<file path="config.mk">
export PLATFORM = sky130hd
export DESIGN_NAME = trace_port_tx
export DESIGN_NICKNAME = d
export VERILOG_FILES = /design/src/rtl/tport_pkg.sv /design/src/rtl/tport_regs.sv /design/src/rtl/tport_slot_timer.sv /design/src/rtl/tport_engine.sv /design/src/rtl/trace_port_tx.sv
export SDC_FILE = /design/constraint.sdc
export NUM_CORES = 1
export LEC_CHECK = 0
export CAP_MARGIN = 10
export CELL_PAD_IN_SITES_DETAIL_PLACEMENT = 1
export CELL_PAD_IN_SITES_GLOBAL_PLACEMENT = 1
export CORE_MARGIN = 3
export CORE_UTILIZATION = 40
export CTS_CLUSTER_DIAMETER = 150
export DETAILED_ROUTE_END_ITERATION = 7
export PLACE_DENSITY = 0.75
export SKIP_LAST_GASP = 1
export SLEW_MARGIN = 20
export SYNTH_ARGS = -nofsm -noshare
export SYNTH_HDL_FRONTEND = slang
export SYNTH_SLANG_ARGS = --single-unit
</file>
<file path="constraint.sdc">
create_clock -name clk_i -period 3.4 [get_ports clk_i]
set_clock_uncertainty 0.1 [all_clocks]
set_input_delay 0.51 -clock clk_i [delete_from_list [all_inputs] [get_ports clk_i]]
set_output_delay 0.51 -clock clk_i [all_outputs]
set_load 0.03 [all_outputs]
</file>
<file path="src/rtl/tport_pkg.sv">
package tport_pkg;
  localparam int GAP_W        = 3;
  localparam int HALF_LOG_MAX = 2;  // largest half-period is 2**2 clocks

  typedef struct packed {
    logic [GAP_W-1:0] gap;
    logic [1:0]       div;
    logic             fall;
    logic             en;
  } tport_ctrl_t;

  typedef enum logic [1:0] {ST_IDLE, ST_SHIFT, ST_GAP} tport_state_t;

  // divisor code -> log2 of half serial period; code 3 aliases divide-by-2
  function automatic logic [1:0] div_half_log(input logic [1:0] code);
    case (code)
      2'd1:    return 2'd1;
      2'd2:    return 2'd2;
      default: return 2'd0;
    endcase
  endfunction
endpackage

</file>
<file path="src/rtl/tport_regs.sv">
module tport_regs
  import tport_pkg::*;
#(
  parameter int ADDR_W   = 4,
  parameter int DATA_OFS = 0,
  parameter int CTRL_OFS = 4
) (
  input  logic              clk_i,
  input  logic              rst_ni,
  input  logic              wr_en_i,
  input  logic [ADDR_W-1:0] addr_i,
  input  logic [7:0]        wdata_i,
  output logic              hit_data_o,
  output tport_ctrl_t       ctrl_o,
  output logic [7:0]        data_o,
  output logic [7:0]        rdata_o
);
  localparam int CTRL_W = $bits(tport_ctrl_t);

  logic        hit_ctrl;
  logic        data_we;
  tport_ctrl_t ctrl_q;
  logic [7:0]  data_q;

  assign hit_data_o = (addr_i == ADDR_W'(DATA_OFS));
  assign hit_ctrl   = (addr_i == ADDR_W'(CTRL_OFS));
  assign data_we    = wr_en_i && hit_data_o;

  always_ff @(posedge clk_i or negedge rst_ni) begin
    if (!rst_ni) begin
      ctrl_q <= '0;
      data_q <= '0;
    end else begin
      if (wr_en_i && hit_ctrl) ctrl_q <= tport_ctrl_t'(wdata_i[CTRL_W-1:0]);
      if (data_we)             data_q <= wdata_i;
    end
  end

  always_comb begin
    rdata_o = '0;
    if (hit_data_o)    rdata_o = data_q;
    else if (hit_ctrl) rdata_o = 8'(ctrl_q);
  end

  assign ctrl_o = ctrl_q;
  assign data_o = data_q;

  a_r2_data_hold: assert property (@(posedge clk_i) disable iff (!rst_ni)
    !data_we |=> $stable(data_q));
endmodule

</file>
<file path="src/rtl/tport_slot_timer.sv">
module tport_slot_timer
  import tport_pkg::*;
#(
  parameter int HALF_LOG_W = 2
) (
  input  logic                  clk_i,
  input  logic                  rst_ni,
  input  logic                  run_i,
  input  logic [HALF_LOG_W-1:0] half_log_i,
  output logic                  high_o,
  output logic                  last_o
);
  localparam int CNT_W = HALF_LOG_MAX + 1;

  logic [CNT_W-1:0] cnt_q;
  logic [CNT_W-1:0] half;

  assign half   = CNT_W'(1) << half_log_i;
  assign high_o = (cnt_q >= half);
  assign last_o = (cnt_q == CNT_W'((2 * half) - 1));

  always_ff @(posedge clk_i or negedge rst_ni) begin
    if (!rst_ni)     cnt_q <= '0;
    else if (!run_i) cnt_q <= '0;
    else if (last_o) cnt_q <= '0;
    else             cnt_q <= cnt_q + 1'b1;
  end

  a_r4_restart_low: assert property (@(posedge clk_i) disable iff (!rst_ni)
    (run_i && last_o) |=> !high_o);
endmodule

</file>
<file path="src/rtl/tport_engine.sv">
module tport_engine
  import tport_pkg::*;
#(
  parameter int BYTE_W = 8
) (
  input  logic              clk_i,
  input  logic              rst_ni,
  input  logic              en_i,
  input  logic              start_i,
  input  logic [BYTE_W-1:0] byte_i,
  input  logic              fall_i,
  input  logic [1:0]        div_i,
  input  logic [GAP_W-1:0]  gap_i,
  output logic              busy_o,
  output logic              sclk_o,
  output logic              sdata_o
);
  localparam int IDX_W = $clog2(BYTE_W);

  tport_state_t      state_q;
  logic [BYTE_W-1:0] sreg_q;
  logic [IDX_W-1:0]  idx_q;
  logic [GAP_W-1:0]  gap_q;
  logic              fall_q;
  logic [1:0]        hlog_q;
  logic              slot_high, slot_last;

  tport_slot_timer #(.HALF_LOG_W(2)) u_timer (
    .clk_i      (clk_i),
    .rst_ni     (rst_ni),
    .run_i      (state_q != ST_IDLE),
    .half_log_i (hlog_q),
    .high_o     (slot_high),
    .last_o     (slot_last)
  );

  always_ff @(posedge clk_i or negedge rst_ni) begin
    if (!rst_ni) begin
      state_q <= ST_IDLE;
      sreg_q  <= '0;
      idx_q   <= '0;
      gap_q   <= '0;
      fall_q  <= 1'b0;
      hlog_q  <= '0;
    end else if (!en_i) begin
      state_q <= ST_IDLE;
    end else begin
      unique case (state_q)
        ST_IDLE: if (start_i) begin
          state_q <= ST_SHIFT;
          sreg_q  <= byte_i;
          idx_q   <= '0;
          fall_q  <= fall_i;
          hlog_q  <= div_half_log(div_i);
          gap_q   <= gap_i;
        end
        ST_SHIFT: if (slot_last) begin
          if (idx_q == IDX_W'(BYTE_W - 1)) state_q <= ST_GAP;
          else                             idx_q   <= idx_q + 1'b1;
        end
        ST_GAP: if (slot_last) begin
          if (gap_q == '0) state_q <= ST_IDLE;
          else             gap_q   <= gap_q - 1'b1;
        end
        default: state_q <= ST_IDLE;
      endcase
    end
  end

  // rising-edge launch: the low half of a slot still carries the previous bit
  always_comb begin
    sdata_o = 1'b0;
    if (state_q == ST_SHIFT) begin
      if (fall_q || slot_high) sdata_o = sreg_q[idx_q];
      else if (idx_q != '0)    sdata_o = sreg_q[idx_q - 1'b1];
    end
  end

  assign sclk_o = (state_q == ST_SHIFT) ? slot_high : 1'b1;
  assign busy_o = (state_q != ST_IDLE);

  a_r8_start_only_idle: assert property (@(posedge clk_i) disable iff (!rst_ni)
    start_i |-> (state_q == ST_IDLE));
  a_r3_disable_quiet: assert property (@(posedge clk_i) disable iff (!rst_ni)
    !en_i |=> (sclk_o && !sdata_o));
  a_r5_bit_step: assert property (@(posedge clk_i) disable iff (!rst_ni)
    (en_i && state_q == ST_SHIFT && slot_last && idx_q != IDX_W'(BYTE_W - 1))
    |=> (idx_q == IDX_W'($past(idx_q) + 1'b1)));
  a_r7_gap_follows: assert property (@(posedge clk_i) disable iff (!rst_ni)
    (en_i && state_q == ST_SHIFT && slot_last && idx_q == IDX_W'(BYTE_W - 1))
    |=> (state_q == ST_GAP));
endmodule

</file>
<file path="src/rtl/trace_port_tx.sv">
module trace_port_tx
  import tport_pkg::*;
#(
  parameter int ADDR_W   = 4,
  parameter int DATA_OFS = 0,
  parameter int CTRL_OFS = 4
) (
  input  logic              clk_i,
  input  logic              rst_ni,
  input  logic              req_valid_i,
  input  logic              req_write_i,
  input  logic [ADDR_W-1:0] req_addr_i,
  input  logic [7:0]        req_wdata_i,
  output logic              req_ready_o,
  output logic [7:0]        rdata_o,
  output logic              sclk_o,
  output logic              sdata_o
);
  tport_ctrl_t ctrl;
  logic [7:0]  data_unused;
  logic        hit_data, busy, wr_acc;

  // only data writes wait on the engine
  assign req_ready_o = !(req_valid_i && req_write_i && hit_data && busy);
  assign wr_acc      = req_valid_i && req_write_i && req_ready_o;

  tport_regs #(.ADDR_W(ADDR_W), .DATA_OFS(DATA_OFS), .CTRL_OFS(CTRL_OFS)) u_regs (
    .clk_i      (clk_i),
    .rst_ni     (rst_ni),
    .wr_en_i    (wr_acc),
    .addr_i     (req_addr_i),
    .wdata_i    (req_wdata_i),
    .hit_data_o (hit_data),
    .ctrl_o     (ctrl),
    .data_o     (data_unused),
    .rdata_o    (rdata_o)
  );

  tport_engine #(.BYTE_W(8)) u_engine (
    .clk_i   (clk_i),
    .rst_ni  (rst_ni),
    .en_i    (ctrl.en),
    .start_i (wr_acc && hit_data && ctrl.en),
    .byte_i  (req_wdata_i),
    .fall_i  (ctrl.fall),
    .div_i   (ctrl.div),
    .gap_i   (ctrl.gap),
    .busy_o  (busy),
    .sclk_o  (sclk_o),
    .sdata_o (sdata_o)
  );

  a_r9_disabled_stays_idle: assert property (@(posedge clk_i) disable iff (!rst_ni)
    !ctrl.en |=> !busy);
endmodule

</file>
Word level (Yosys, flattened, before mapping)
Cells that the tools add are included.
{"block": "totals", "regBits": 37, "in_bits": 16, "word_cells": 86}
{"block": "classes", "addsub": 5, "magnitude_cmp": 3, "eq_ne": 17, "n_shift": 1, "n_mux": 28, "n_reduce_logical": 20}
{"operator": "3-bit two-way mux", "count": 8}
{"operator": "3-bit by 2-bit inequality test with 1-bit output, second input constant", "count": 5}
{"operator": "5-bit AND reduction", "count": 3}
{"operator": "2-bit two-way mux", "count": 6}
{"operator": "3-bit one-hot mux with 2 select lines", "count": 2}
{"operator": "3-bit by 1-bit subtractor with 3-bit output, second input constant", "count": 3}
{"operator": "3-bit by 4-bit < comparator with 1-bit output, second input constant", "count": 2}
{"operator": "8-bit two-way mux", "count": 1}
{"operator": "1-bit logical AND", "count": 7}
{"operator": "7-bit two-way mux", "count": 1}
{"operator": "3-bit by 1-bit adder with 3-bit output, second input constant", "count": 2}
{"operator": "1-bit binary-select mux with 3-bit select", "count": 2}
{"operator": "1-bit two-way mux", "count": 6}
{"operator": "2-bit by 1-bit inequality test with 1-bit output, second input constant", "count": 3}
{"operator": "2-bit one-hot mux with 3 select lines", "count": 1}
{"operator": "2-bit nonzero test", "count": 3}
{"operator": "2-bit by 1-bit == test with 1-bit output, second input constant", "count": 2}
{"operator": "2-bit == test, second input constant", "count": 2}
{"operator": "4-bit by 3-bit == test with 1-bit output, second input constant", "count": 1}
{"operator": "4-bit logical NOT", "count": 1}
{"operator": "2-bit inequality test, second input constant", "count": 2}
{"operator": "2-bit one-hot mux with 2 select lines", "count": 1}
{"operator": "3-bit == test", "count": 1}
{"operator": "3-bit == test, second input constant", "count": 1}
{"operator": "8 further kinds", "count": 8}

Logic depth before layout (Yosys ltp)
{"block": "logic_depth", "depth_word": 10, "depth_mapped": 9, "mapped_depth_nobuf": 7}

Hierarchy
From an unflattened synthesis, not the netlist that was laid out.
{"block": "unflattened", "hier_cells": 181, "area_unflattened_um2": 2053.2}
{"mod": "tport_engine", "n_inst": 1, "cells_per_inst": 100, "area_per_inst_um2": 1077.3, "seq_area_each_um2": 475.5}
{"mod": "tport_regs", "n_inst": 1, "cells_per_inst": 52, "area_per_inst_um2": 701.9, "seq_area_each_um2": 375.4}
{"mod": "tport_slot_timer", "n_inst": 1, "cells_per_inst": 24, "area_per_inst_um2": 245.2, "seq_area_each_um2": 75.1}
{"mod": "trace_port_tx", "n_inst": 1, "cells_per_inst": 5, "area_per_inst_um2": 28.8, "seq_area_each_um2": 0.0}

Worst setup path after synthesis
OpenSTA, ideal clock, no wires.
{"block": "synth_timing", "kind": "register to output", "from": "register u_engine.idx_q[0]", "to": "output port sdata_o", "arrival_ns": 2.418, "t_required_ns": 2.790, "path_slack_ns": 0.372, "path_stages_with_launch": 9, "path_cell_list": "dfrtp_1 > buf_2 > inv_1 > ha_1 > clkbuf_1 > a2111oi_0 > a311oi_1 > a22oi_1 > a211oi_1"}
{"block": "synth_between", "elab_chain_len": 6}
{"item": "start: declaration", "line": "tport_engine.sv:22", "text": "logic [IDX_W-1:0] idx_q;"}
{"item": "start signal: assignment", "line": "tport_engine.sv:59", "text": "else idx_q <= idx_q + 1'b1;"}
{"item": "3-bit by 1-bit subtractor with 3-bit output", "line": "tport_engine.sv:75", "text": "else if (idx_q != '0) sdata_o = sreg_q[idx_q - 1'b1];"}
{"item": "1-bit binary-select mux with 3-bit select", "line": "tport_engine.sv:75"}
{"item": "1-bit two-way mux (not written as such)", "line": "tport_engine.sv:75"}
{"item": "1-bit two-way mux", "line": "tport_engine.sv:75"}
{"item": "1-bit two-way mux (*)", "line": "tport_engine.sv:74", "text": "if (fall_q || slot_high) sdata_o = sreg_q[idx_q];"}
{"item": "1-bit two-way mux (*)", "line": "tport_engine.sv:73", "text": "if (state_q == ST_SHIFT) begin"}
{"item": "end: declaration", "line": "trace_port_tx.sv:17", "text": "output logic sdata_o"}
Mark *: on every way between the ends. The rest lies on a longest branch, timed or not. The select of a mux whose other input is x is not followed.

Worst setup path after layout
{"block": "layout_timing", "from": "register u_engine.hlog_q[1]", "to": "output port sdata_o"}
{"block": "layout_between", "elab_chain_len": 5}
{"item": "start: declaration", "line": "tport_engine.sv:25", "text": "logic [1:0] hlog_q;"}
{"item": "start signal: assignment", "line": "tport_engine.sv:54", "text": "hlog_q <= div_half_log(div_i);"}
{"item": "1-bit by 2-bit left shift with 3-bit output", "line": "tport_slot_timer.sv:18", "text": "assign half = CNT_W'(1) << half_log_i;"}
{"item": "3-bit >= comparator", "line": "tport_slot_timer.sv:19", "text": "assign high_o = (cnt_q >= half);"}
{"item": "1-bit logical OR", "line": "tport_engine.sv:74"}
{"item": "1-bit two-way mux", "line": "tport_engine.sv:74"}
{"item": "1-bit two-way mux", "line": "tport_engine.sv:73"}
No other way between the ends.

==> impl_metrics.yaml <==
global_route:
  gr-total-overflow: 0
  grt_pass1_wl_um: 8750
  grt_pass1_vias: 1748
  grt_max_degree: 38
  grt.met1_usage: 0.225
  grt_usage: 0.179
  use_met3: 0.0372
  antenna_found_initial: 0
  use_met2: 0.308
  grt-busiest-layer: "met2"
setup_path:
  start_kind: "flip-flop"
  cp_top_family: "compound AO/OA/AOI/OAI gates"
  crit_type: "flip-flop to output pin"
  cp-end-kind: "output pin"
  slowest_stage: "dfrtp_1"
  cp_num_buf_inv: 1
  crit_chain: "nor2_1 -> ha_1 -> nand2b_1 -> a21o_1 -> a211oi_1 -> a211oi_1 -> a211oi_1 -> dlygate4sd2_1"
  max_stage_delay_ns: 0.48
  cp.arrival_ns: 2.49
  required_ns: 2.79
  crit_path_frequent_cell: "a211oi_1"
  worstPathMaxFanout: 7
cts:
  cts_buffer_depth: 2
  hold_buffers: 0
  path_clk_slew_ns: 0.07
  cts_made_buffers: 5
  clock-sinks: 37
  htreeDepth: 2
  post_cts_buffers: 0
  cts.root.buffer_cell: "clkbuf_8"
  cts_tree: "done"
  clk_latency_ns: 0.29
sta:
  fin_hold_ws_ns: 0.228
  fmax_mhz: 322
  slew_headroom: 0.431
  finalSetupViolations: 0
  fin_crit_sh: 0.913
  tightest_slew_ns: 0.854
  tns_ns: 0
  rsz0062_at_grt: "false"
  finalHoldViolCount: 0
  setup_ws_ns: 0.296
  slew_viol_final: 0
  fin_crit_ns: 3.10
die:
  fp.dieArea_sq_mm: 0.00634
  start_util: 0.419
  fp.dieW_um: 79.6
  top_level_ports: 27
  die_h_um: 79.6
  rows: 26
  fp.coreArea_sq_mm: 0.00517
synthesis:
  synthXorXnorAreaFrac: 0.00404
  synth_compound_area_frac: 0.105
  netlist_instances: 189
  syn_area_per_cell_sq_um: 11.5
  yosys-top-cells-area: "dfrtp_1, mux2_2, mux2i_1"
  synth.top_cell.area_share: 0.427
  synth_edf_count: 0
  synth_top_family_by_area: "multiplexers"
  netlist_area_sq_mm: 0.00217
  synthTopCellsByCount: "dfrtp_1, mux2_2, mux2i_1"
  syn-num-nets: 215
  synth-simple-area-share: 0.137
  synth_flop_cell: "dfrtp_1"
  ys_seq_area_frac: 0.427
  synthAdderAreaFrac: 0.0577
  synth_cell_types: 43
  post-synth-top-count-cell: "dfrtp_1"
  yosys.area.top_type: "dfrtp_1"
  synth-async-reset-ratio: 1.00
  synthMuxAreaShare: 0.231
  synth-seq-cells: 37
  ys_warn_count: 0
final_layout:
  syn_to_final_growth_pct: 18.3
  fill_cells: 552
  regArea_sq_um: 926
  n_antenna_cell: 0
  multiInputGateArea_sq_mm: 0.00116
  instances_no_fill: 286
  post-route-util: 0.496
  drive_gt1_frac: 0.190
  nets: 242
pwr:
  pwr-share-clk: 0.310
  vdd_ir_drop_max_mv: 0.308
  combPwrFrac: 0.159
  p_per_area_mw_per_mm2: 388
  intPower_w: 0.000739
  pwr-share-seq: 0.531
  p_sw_w: 0.000255
  swShare: 0.257
  p_leak_nw: 1.12
routing:
  antenna_left: 0
  drtIter0Drc: 53
  drc_errors: 0
  wirelength_um: 5110
  wl_per_cell_um: 17.9
  drt_pass1_iterations: 4
  vias_per_cell: 5.46
  vias: 1561
placed_design:
  port_buffers: 26
  post-place-ws_ns: 0.304
  dp_cells: 279
  dp_hpwl_um: 3930
  globalplace.congestion: 0.755
worst_hold_path:
  hold_path_class: "input port to asynchronous set/reset pin"
job:
  cap_viol_max_count: 0
run_status:
  status: "complete, no violations"
[placed cells by master, fill, tap and decap left out, types with 6 or more instances in the layout]
| cell type | netlist | layout |
|---|---|---|
| nand2_1 | 7 | 7 |
| inv_1 | 8 | 8 |
| nand2b_1 | 7 | 7 |
| mux2_4 | 6 | 6 |
| ha_1 | 10 | 10 |
| clkdlybuf4s50_1 | 0 | 24 |
| clkbuf_8 | 0 | 6 |
| mux2_2 | 18 | 18 |
| mux2i_1 | 14 | 14 |
| nor2_1 | 13 | 13 |
| dfrtp_1 | 37 | 37 |
[per-stage QoR]
step | cell area, sq um | power, W
floorplan | 2170 | 0.000627
global placement | 2480 | 0.000684
detailed placement | 2480 | 0.000697
CTS | 2560 | 0.00101
global route | 2560 | 0.00105
finish | 2560 | 0.000995
[power by group through the flow]
stage	registers (W)	logic, W	clock network [W]
6_report	0.000529	0.000158	0.000308
4_1_cts	0.000529	0.000161	0.000319
5_1_grt	0.000536	0.000177	0.000341
3_3_place_gp	0.000532	0.000152	0
2_1_floorplan	0.000521	0.000106	0
3_5_place_dp	0.000537	0.000160	0
[metal layers]
| layer | wire length, um | share of wire |
|---|---|---|
| met1 | 2260 | 0.44 |
| met2 | 2620 | 0.51 |
| met3 | 143 | 0.028 |
| met4 | 80 | 0.016 |
| met5 | 0 | 0 |
[final timing paths]
check                                          startpoint                        end  slack, ns  cells past startpoint
max in group asynchronous                          rst_ni           u_regs.ctrl_o[1]       2.44                      1
worst max-delay path                   u_engine.hlog_q[1]                    sdata_o       0.30                      8
worst min-delay path                               rst_ni          u_engine.idx_q[0]       0.23                      1
min in group clk_i              u_engine.u_timer.cnt_q[0]  u_engine.u_timer.cnt_q[0]       0.39                      1
worst min register to register  u_engine.u_timer.cnt_q[0]  u_engine.u_timer.cnt_q[0]       0.39                      1
worst max register to register         u_engine.hlog_q[1]          u_engine.idx_q[0]       1.18                      5
[flip-flops by register name (all words and copies together), names as in the netlist]
register                flops
u_engine.u_timer.cnt_q      3
u_engine.hlog_q             2
u_regs.data_o               8
u_engine.gap_q              3
u_engine.sreg_q             8
u_regs.ctrl_o               7
u_engine.state_q            2
u_engine.fall_q             1
u_engine.idx_q              3
[cells by family after synthesis]
kind of cell	Yosys count
buffers and inverters	17
DFF	37
muxes	41
adders and majority gates	10
xor gates and xnor gates	1
and+or+nand+nor	51
AOI/OAI and AO/OA	32
[what timing repair did]
action / in CTS / in global routing
setup endpoints to repair: 1 / 0
hold endpoints to repair: 0 / 0
gates resized for setup: 1 / 0
[layout make-up]
cell class              count  share of cell area
well taps                  70              0.0342
multi-input cells         135               0.451
clock buffers               7              0.0337
flip-flops and latches     37               0.361
inverters                   8              0.0117
repair buffers             29               0.108
[worst register-to-register path: cells and delay by family, from the launching register on]
kind | cells | cell delay [ns]
DFF | 1 | 0.46
and+or+nand+nor | 2 | 0.40
AOI/OAI and AO/OA | 3 | 1.19
Power figures use the tool's default switching activity.
